File: config.mk
export PLATFORM = sky130hd
export DESIGN_NAME = mt_core
export DESIGN_NICKNAME = d
export VERILOG_FILES = /design/src/rtl/mt_pkg.sv /design/src/rtl/mt_fetch.sv /design/src/rtl/mt_src_mux.sv /design/src/rtl/mt_route.sv /design/src/rtl/mt_regfile.sv /design/src/rtl/mt_addsub.sv /design/src/rtl/mt_core.sv
export SDC_FILE = /design/constraint.sdc
export NUM_CORES = 1
export LEC_CHECK = 0
export CAP_MARGIN = 20
export CORE_MARGIN = 2
export CORE_UTILIZATION = 29
export CTS_CLUSTER_DIAMETER = 100
export DETAILED_ROUTE_END_ITERATION = 7
export GPL_TIMING_DRIVEN = 0
export SYNTH_ARGS = -nofsm -noshare
export SYNTH_HDL_FRONTEND = slang
export SYNTH_SLANG_ARGS = --single-unit
File: constraint.sdc
create_clock -name clk_i -period 5.4 [get_ports clk_i]
set_input_delay 1.62 -clock clk_i [delete_from_list [all_inputs] [get_ports clk_i]]
set_output_delay 1.62 -clock clk_i [all_outputs]
set_load 0.05 [all_outputs]
File: src/rtl/mt_pkg.sv
package mt_pkg;
  localparam int NUM_SLOTS = 2;
  localparam int ID_W      = 4;
  localparam int IMM_W     = 8;
  localparam int NREG      = 4;
  localparam int RA_W      = $clog2(NREG);

  typedef struct packed {
    logic             valid;
    logic [ID_W-1:0]  src;
    logic [ID_W-1:0]  dst;
    logic [IMM_W-1:0] imm;
  } slot_t;

  localparam int SLOT_W = $bits(slot_t);
  localparam int WORD_W = NUM_SLOTS * SLOT_W;

  // source ids
  localparam logic [ID_W-1:0] SRC_RES = 4'd4;
  localparam logic [ID_W-1:0] SRC_IMM = 4'd5;
  localparam logic [ID_W-1:0] SRC_DIN = 4'd6;
  // sink ids
  localparam logic [ID_W-1:0] DST_OPND = 4'd4;
  localparam logic [ID_W-1:0] DST_ADD  = 4'd5;
  localparam logic [ID_W-1:0] DST_SUB  = 4'd6;
  localparam logic [ID_W-1:0] DST_OUT  = 4'd7;
endpackage

File: src/rtl/mt_fetch.sv
module mt_fetch #(
  parameter int IM_DEPTH = 16,
  parameter int WORD_W   = 34,
  localparam int PC_W    = $clog2(IM_DEPTH)
) (
  input  logic              clk_i,
  input  logic              rst_ni,
  input  logic              lock_i,
  input  logic              we_i,
  input  logic [PC_W-1:0]   waddr_i,
  input  logic [WORD_W-1:0] wdata_i,
  output logic [PC_W-1:0]   pc_o,
  output logic [WORD_W-1:0] word_o
);
  logic [WORD_W-1:0] mem_q [IM_DEPTH];
  logic [PC_W-1:0]   pc_q;

  always_ff @(posedge clk_i or negedge rst_ni) begin
    if (!rst_ni) begin
      for (int i = 0; i < IM_DEPTH; i++) mem_q[i] <= '0;
    end else if (we_i) begin
      mem_q[waddr_i] <= wdata_i;
    end
  end

  always_ff @(posedge clk_i or negedge rst_ni) begin
    if (!rst_ni)      pc_q <= '0;
    else if (!lock_i) pc_q <= (pc_q == PC_W'(IM_DEPTH - 1)) ? '0 : pc_q + 1'b1;
  end

  assign pc_o   = pc_q;
  assign word_o = mem_q[pc_q];
endmodule

File: src/rtl/mt_src_mux.sv
module mt_src_mux #(
  parameter int DW = 8
) (
  input  mt_pkg::slot_t slot_i,
  input  logic [DW-1:0] rf_rd_i,
  input  logic [DW-1:0] res_i,
  input  logic [DW-1:0] din_i,
  output logic [DW-1:0] bus_o
);
  import mt_pkg::*;

  always_comb begin
    if (slot_i.src < ID_W'(NREG)) bus_o = rf_rd_i;
    else begin
      unique case (slot_i.src)
        SRC_RES: bus_o = res_i;
        SRC_IMM: bus_o = DW'(slot_i.imm);
        SRC_DIN: bus_o = din_i;
        default: bus_o = '0;
      endcase
    end
  end
endmodule

File: src/rtl/mt_route.sv
module mt_route #(
  parameter int DW = 8
) (
  input  mt_pkg::slot_t [mt_pkg::NUM_SLOTS-1:0]              slots_i,
  input  logic [mt_pkg::NUM_SLOTS-1:0][DW-1:0]               bus_i,
  input  logic                                               lock_i,
  output logic [mt_pkg::NUM_SLOTS-1:0]                       rf_we_o,
  output logic [mt_pkg::NUM_SLOTS-1:0][mt_pkg::RA_W-1:0]     rf_waddr_o,
  output logic [mt_pkg::NUM_SLOTS-1:0][DW-1:0]               rf_wdata_o,
  output logic                                               opnd_we_o,
  output logic [DW-1:0]                                      opnd_d_o,
  output logic                                               trig_we_o,
  output logic                                               trig_sub_o,
  output logic [DW-1:0]                                      trig_d_o,
  output logic                                               out_we_o,
  output logic [DW-1:0]                                      out_d_o
);
  import mt_pkg::*;

  // ascending slot order: later assignment wins, so the higher slot has priority
  always_comb begin
    rf_we_o    = '0;
    opnd_we_o  = 1'b0;
    opnd_d_o   = '0;
    trig_we_o  = 1'b0;
    trig_sub_o = 1'b0;
    trig_d_o   = '0;
    out_we_o   = 1'b0;
    out_d_o    = '0;
    for (int k = 0; k < NUM_SLOTS; k++) begin
      rf_waddr_o[k] = slots_i[k].dst[RA_W-1:0];
      rf_wdata_o[k] = bus_i[k];
      if (slots_i[k].valid && !lock_i) begin
        if (slots_i[k].dst < ID_W'(NREG)) rf_we_o[k] = 1'b1;
        else begin
          unique case (slots_i[k].dst)
            DST_OPND: begin opnd_we_o = 1'b1; opnd_d_o = bus_i[k]; end
            DST_ADD:  begin trig_we_o = 1'b1; trig_sub_o = 1'b0; trig_d_o = bus_i[k]; end
            DST_SUB:  begin trig_we_o = 1'b1; trig_sub_o = 1'b1; trig_d_o = bus_i[k]; end
            DST_OUT:  begin out_we_o = 1'b1; out_d_o = bus_i[k]; end
            default: ;
          endcase
        end
      end
    end
  end
endmodule

File: src/rtl/mt_regfile.sv
module mt_regfile #(
  parameter int DW     = 8,
  parameter int NREG   = 4,
  parameter int NPORT  = 2,
  localparam int RA_W  = $clog2(NREG)
) (
  input  logic                        clk_i,
  input  logic                        rst_ni,
  input  logic [NPORT-1:0][RA_W-1:0]  raddr_i,
  output logic [NPORT-1:0][DW-1:0]    rdata_o,
  input  logic [NPORT-1:0]            we_i,
  input  logic [NPORT-1:0][RA_W-1:0]  waddr_i,
  input  logic [NPORT-1:0][DW-1:0]    wdata_i
);
  logic [DW-1:0] rf_q [NREG];

  always_ff @(posedge clk_i or negedge rst_ni) begin
    if (!rst_ni) begin
      for (int i = 0; i < NREG; i++) rf_q[i] <= '0;
    end else begin
      for (int p = 0; p < NPORT; p++)
        if (we_i[p]) rf_q[waddr_i[p]] <= wdata_i[p];
    end
  end

  for (genvar p = 0; p < NPORT; p++) begin : g_rd
    assign rdata_o[p] = rf_q[raddr_i[p]];
  end
endmodule

File: src/rtl/mt_addsub.sv
module mt_addsub #(
  parameter int DW = 8
) (
  input  logic          clk_i,
  input  logic          rst_ni,
  input  logic          opnd_we_i,
  input  logic [DW-1:0] opnd_d_i,
  input  logic          trig_we_i,
  input  logic          trig_sub_i,
  input  logic [DW-1:0] trig_d_i,
  output logic [DW-1:0] res_o
);
  logic [DW-1:0] opnd_q, res_q, opnd_eff;

  // a same-word operand write is seen by the trigger
  assign opnd_eff = opnd_we_i ? opnd_d_i : opnd_q;

  always_ff @(posedge clk_i or negedge rst_ni) begin
    if (!rst_ni) begin
      opnd_q <= '0;
      res_q  <= '0;
    end else begin
      if (opnd_we_i) opnd_q <= opnd_d_i;
      if (trig_we_i) res_q  <= trig_sub_i ? opnd_eff - trig_d_i : opnd_eff + trig_d_i;
    end
  end

  assign res_o = res_q;
endmodule

File: src/rtl/mt_core.sv
module mt_core #(
  parameter int DW       = 8,
  parameter int IM_DEPTH = 16,
  localparam int PC_W    = $clog2(IM_DEPTH),
  localparam int WORD_W  = mt_pkg::WORD_W
) (
  input  logic              clk_i,
  input  logic              rst_ni,
  input  logic              lock_i,
  input  logic              imem_we_i,
  input  logic [PC_W-1:0]   imem_addr_i,
  input  logic [WORD_W-1:0] imem_wdata_i,
  input  logic [DW-1:0]     din_i,
  output logic [PC_W-1:0]   pc_o,
  output logic [DW-1:0]     dout_o
);
  import mt_pkg::*;

  logic [WORD_W-1:0]                  word;
  slot_t [NUM_SLOTS-1:0]              slots;
  logic [NUM_SLOTS-1:0][RA_W-1:0]     rf_raddr;
  logic [NUM_SLOTS-1:0][DW-1:0]       rf_rdata, bus;
  logic [NUM_SLOTS-1:0]               rf_we;
  logic [NUM_SLOTS-1:0][RA_W-1:0]     rf_waddr;
  logic [NUM_SLOTS-1:0][DW-1:0]       rf_wdata;
  logic                               opnd_we, trig_we, trig_sub, out_we;
  logic [DW-1:0]                      opnd_d, trig_d, out_d, res_q, dout_q;

  mt_fetch #(.IM_DEPTH(IM_DEPTH), .WORD_W(WORD_W)) u_fetch (
    .clk_i, .rst_ni, .lock_i,
    .we_i(imem_we_i), .waddr_i(imem_addr_i), .wdata_i(imem_wdata_i),
    .pc_o, .word_o(word)
  );

  assign slots = word;

  // one register read port per bus
  for (genvar k = 0; k < NUM_SLOTS; k++) begin : g_bus
    assign rf_raddr[k] = slots[k].src[RA_W-1:0];
    mt_src_mux #(.DW(DW)) u_mux (
      .slot_i(slots[k]), .rf_rd_i(rf_rdata[k]), .res_i(res_q),
      .din_i, .bus_o(bus[k])
    );
  end

  mt_regfile #(.DW(DW), .NREG(NREG), .NPORT(NUM_SLOTS)) u_rf (
    .clk_i, .rst_ni, .raddr_i(rf_raddr), .rdata_o(rf_rdata),
    .we_i(rf_we), .waddr_i(rf_waddr), .wdata_i(rf_wdata)
  );

  mt_route #(.DW(DW)) u_route (
    .slots_i(slots), .bus_i(bus), .lock_i,
    .rf_we_o(rf_we), .rf_waddr_o(rf_waddr), .rf_wdata_o(rf_wdata),
    .opnd_we_o(opnd_we), .opnd_d_o(opnd_d),
    .trig_we_o(trig_we), .trig_sub_o(trig_sub), .trig_d_o(trig_d),
    .out_we_o(out_we), .out_d_o(out_d)
  );

  mt_addsub #(.DW(DW)) u_fu (
    .clk_i, .rst_ni, .opnd_we_i(opnd_we), .opnd_d_i(opnd_d),
    .trig_we_i(trig_we), .trig_sub_i(trig_sub), .trig_d_i(trig_d), .res_o(res_q)
  );

  always_ff @(posedge clk_i or negedge rst_ni) begin
    if (!rst_ni)     dout_q <= '0;
    else if (out_we) dout_q <= out_d;
  end

  assign dout_o = dout_q;
endmodule

==> impl_results.md <==
* Outcome: finished, violations left
* Failing checks: negative setup slack
* Synth area leader: dfrtp_1
* Initial Util at between 20% and 30%
* Syn Std Cell Area at just under 0.03 mm²
* DIE AREA at around 0.10 mm²
* Lkg Pwr at around 15 nW
* Area contributors post-synth: dfrtp_1, mux2_2, mux4_2, mux2i_1, clkbuf_1
* Crit path buf inv count at 5
* Synth Area in Simple Gates at under 10%
* EDFF count, synth at 0
* Drt first pass iters at 5
* Synth Area in Compound Gates at between 4 and 5%
* Syn avg cell area at 14.3 µm²
* Max-cap violations at 0
* Worst vdd ir at roughly 0.24 mV
* Reg-to-reg critical path startpoint: u_fetch.pc_o[0]
* Ys async rst share at 100%
* CP peak stage delay at approximately 0.53 ns
* Largest net degree at the start of global routing at roughly 130
* GRT overflow at 0
* Total Neg Setup Slack at -0.00157 ns
* Critical Path Sink Type: flop
* Tcrit/Tclk final at 100%
* Seq cells post-synth at around 600
* Synth Area in Adders at 0.454%
* Clk root buf: clkbuf_16
* CP delay by family, top: compound AO/OA/AOI/OAI gates
* Cell repeated most along the worst path: buf_12
* Sequential share of the synthesized area at 51.7%
* Dpl hpwl at between 60,000 and 70,000 µm
* Nets@finish at approximately 2,300
* CP max stage cell: mux4_2
* Post-synthesis mux area share at a little over a third
* Die Height at 321 µm
* Final WL at a little over 90,000 µm
* CTS Buf Count at 66
* CP required at about 5.9 ns
* Main synth FF type: dfrtp_1
* Vias in the first global route at approximately 20,000
* Clock-pin slew on the worst setup and hold paths at 0.06 ns
* Post-layout min period at roughly 5.4 ns
* Clock tree sinks at ~600
* Min-Delay Startpoint: u_fetch.mem_q[538]
* Worst Setup Start Kind: flop
* Peak Freq at roughly 0.19 GHz
* Global-route wire length before repair at around 140,000 µm
* Layout cells sized above 1 at between 40 and 50%
* RD Place Congestion at 0.926
* Slew @ Worst Pin at between 1 and 1.5 ns
* Fin. Hold Viols at 0
* Die X at around 320 µm
* # port buffers at between 60 and 70
* Critical path class: reg2reg
* Total track usage at between 10% and 20%
* Initial DRC Count at ~1,500
* Post-DRT Antenna Nets at 0
* Gate Count Post-Synth at slightly above 2,000
* I/O Pins at 62
* Top cell type's share of synthesized area at 51.7%
* Vias per cell at roughly 5.3
* Clk_skew at 0.0415 ns
* Total number of vias at ~19,000
* Worst Path Arrival at just under 6 ns
* Clk_lat worst skew at roughly 0.63 ns
* H-Tree Depth at 3
* DRC Markers at 0
* CTS max path bufs at 3
* Final WS setup at -0.00157 ns
* Initial antenna violation count at 5
* Ys Warns at 0
* CP max FO at 10
* FP Rows at 116
* Hold Crit Class: reg2reg
* CTS tree: done
* Max transition margin at roughly 20%
* Final setup violating endpoints at 1
* Netlist cell types at 87
* Final Max Slew Viols at 0
* Routed wire per std cell at approximately 26 µm
* Total power at about 20 mW
* Area grow syn2layout at 21.1%
* Mapped Nets at ~2,100
* Setup crit start: u_fetch.pc_o[0]
* Xor-xnor portion of the synthesized cell area at less than 1%
* RSZ-0062 raised after global routing: true
* Largest family of logic cells by synthesized area: multiplexers
* Core area at ~0.1 mm²
* Power density cells at between 500 and 600 mW/mm²
## logic make-up after synthesis
kind of cell | Yosys count
buf+inv | 174
xor+xnor | 12
fa+ha+maj | 10
mux | 797
flops | 604
simple gates | 256
compound gates | 192
## final timing paths
path | to | depth (start not counted) | slack [ns]
max reg2reg | u_fu.res_o[7] | 25 | -0.002
max in group asynchronous | u_fetch.mem_q[494] | 4 | 2.35
min reg2reg | u_fetch.mem_q[538] | 1 | 0.50
min in group asynchronous | u_fu.opnd_q[2] | 1 | 0.98
min | u_fetch.mem_q[538] | 1 | 0.50
max | u_fu.res_o[7] | 25 | -0.002
## report_power, final
part	switching [mW]	internal [mW]
clock network	1.93	2.72
registers	0.637	5.66
logic	5.13	4.36
total	7.70	12.7
## Yosys cell counts (5+ instances only)
cell      number
a22oi_1        8
nand3_1       44
clkbuf_1      99
nand2b_1      18
mux2i_1      112
inv_1         17
and3_1        11
xnor2_1        5
o21ai_0       38
nor2_1        36
o21ai_1       12
nand4_1        5
a211oi_1       6
mux4_2       125
a22o_1         8
nor3_1         6
nand2_1       81
buf_4         10
or3_1          5
nor2b_1       14
a22oi_2        5
buf_6          9
xor2_1         6
dfrtp_1      604
ha_1           9
o22ai_1        9
a21o_1         6
o32ai_1        5
o221ai_1       5
buf_1         10
buf_2         22
o211ai_1       8
mux2_2       559
a21oi_1       29
and2_1         9
## per-layer routing
metal / track usage (%) / wire length, µm
met1: 24.1 / 40200
met2: 29.1 / 44800
met3: 3.37 / 5460
met4: 5.83 / 2850
met5: 0 / 51
## registers in the layout, summed over array words and instances (netlist names)
register,cells
u_fu.res_o,8
u_rf.rf_q,32
u_fetch.pc_o,4
u_fetch.mem_q,544
u_fu.opnd_q,8
dout_o,8
## worst register-to-register path, cell delays in order (launching register included)
cell	delay [ns]
dfrtp_2	0.39
buf_12	0.14
buf_12	0.15
buf_16	0.16
buf_16	0.15
buf_12	0.19
mux4_2	0.54
mux2_2	0.32
a21oi_4	0.34
o22ai_2	0.15
a32oi_4	0.23
nor2_2	0.07
a21oi_2	0.18
ha_4	0.16
nor2_1	0.05
xor2_1	0.16
ha_1	0.32
o21ai_2	0.08
a21boi_2	0.15
o21ai_1	0.07
nand2b_1	0.16
a31oi_4	0.12
or3_4	0.35
and3_4	0.19
o211a_1	0.22
o31a_1	0.23
## layout by cell type, fill, tap and decap left out, types with 10 or more instances in the layout
| cell | instances |
|---|---|
| buf_12 | 14 |
| mux2i_1 | 104 |
| nand3_1 | 43 |
| buf_8 | 11 |
| o21ai_0 | 32 |
| clkbuf_16 | 66 |
| nand2b_1 | 17 |
| nor2b_1 | 12 |
| dfrtp_1 | 600 |
| clkbuf_8 | 25 |
| a21oi_1 | 22 |
| inv_1 | 17 |
| buf_16 | 12 |
| nand2_1 | 79 |
| clkdlybuf4s50_1 | 59 |
| mux2_2 | 559 |
| a22oi_2 | 10 |
| nor2_1 | 27 |
| mux4_2 | 125 |
| buf_4 | 82 |
| o21ai_1 | 10 |
| clkbuf_1 | 103 |
| buf_6 | 18 |
## through the flow
step	instance area (µm²)	setup WS (ns)	util (%)	instances	hold WS, ns
2_1_floorplan	29200	0.0131	-	2045	0.470
3_3_place_gp	31500	-25.02	31.5	3404	0.482
3_5_place_dp	31700	-2.39	31.7	3418	0.486
4_1_cts	34900	0.0111	34.9	3584	0.500
5_1_grt	35400	-0.121	35.4	3617	0.512
6_report	35400	-0.00157	35.4	3621	0.498
## timing repair
item / in CTS / in global routing
hold buffers: 0 / 0
gates cloned: 1 / 0
setup buffers: 48 / 32
setup endpoints to repair: 9 / 1
resized for setup: 117 / 63
pin swaps: 20 / 26
## layout make-up
| class | instances | area, µm² |
|---|---|---|
| Fill cell | 9416 | 64600 |
| Sequential cell | 604 | 15100 |
| Timing Repair Buffer | 157 | 1590 |
| Clock buffer | 100 | 2000 |
| Antenna cell | 5 | 12.5 |
| Inverter | 17 | 63.8 |
| Multi-Input combinational cell | 1267 | 13600 |
| Tap cell | 1298 | 1620 |
| Buffer | 156 | 1120 |
| Clock inverter | 17 | 218 |
Power figures use the tool's default switching activity.
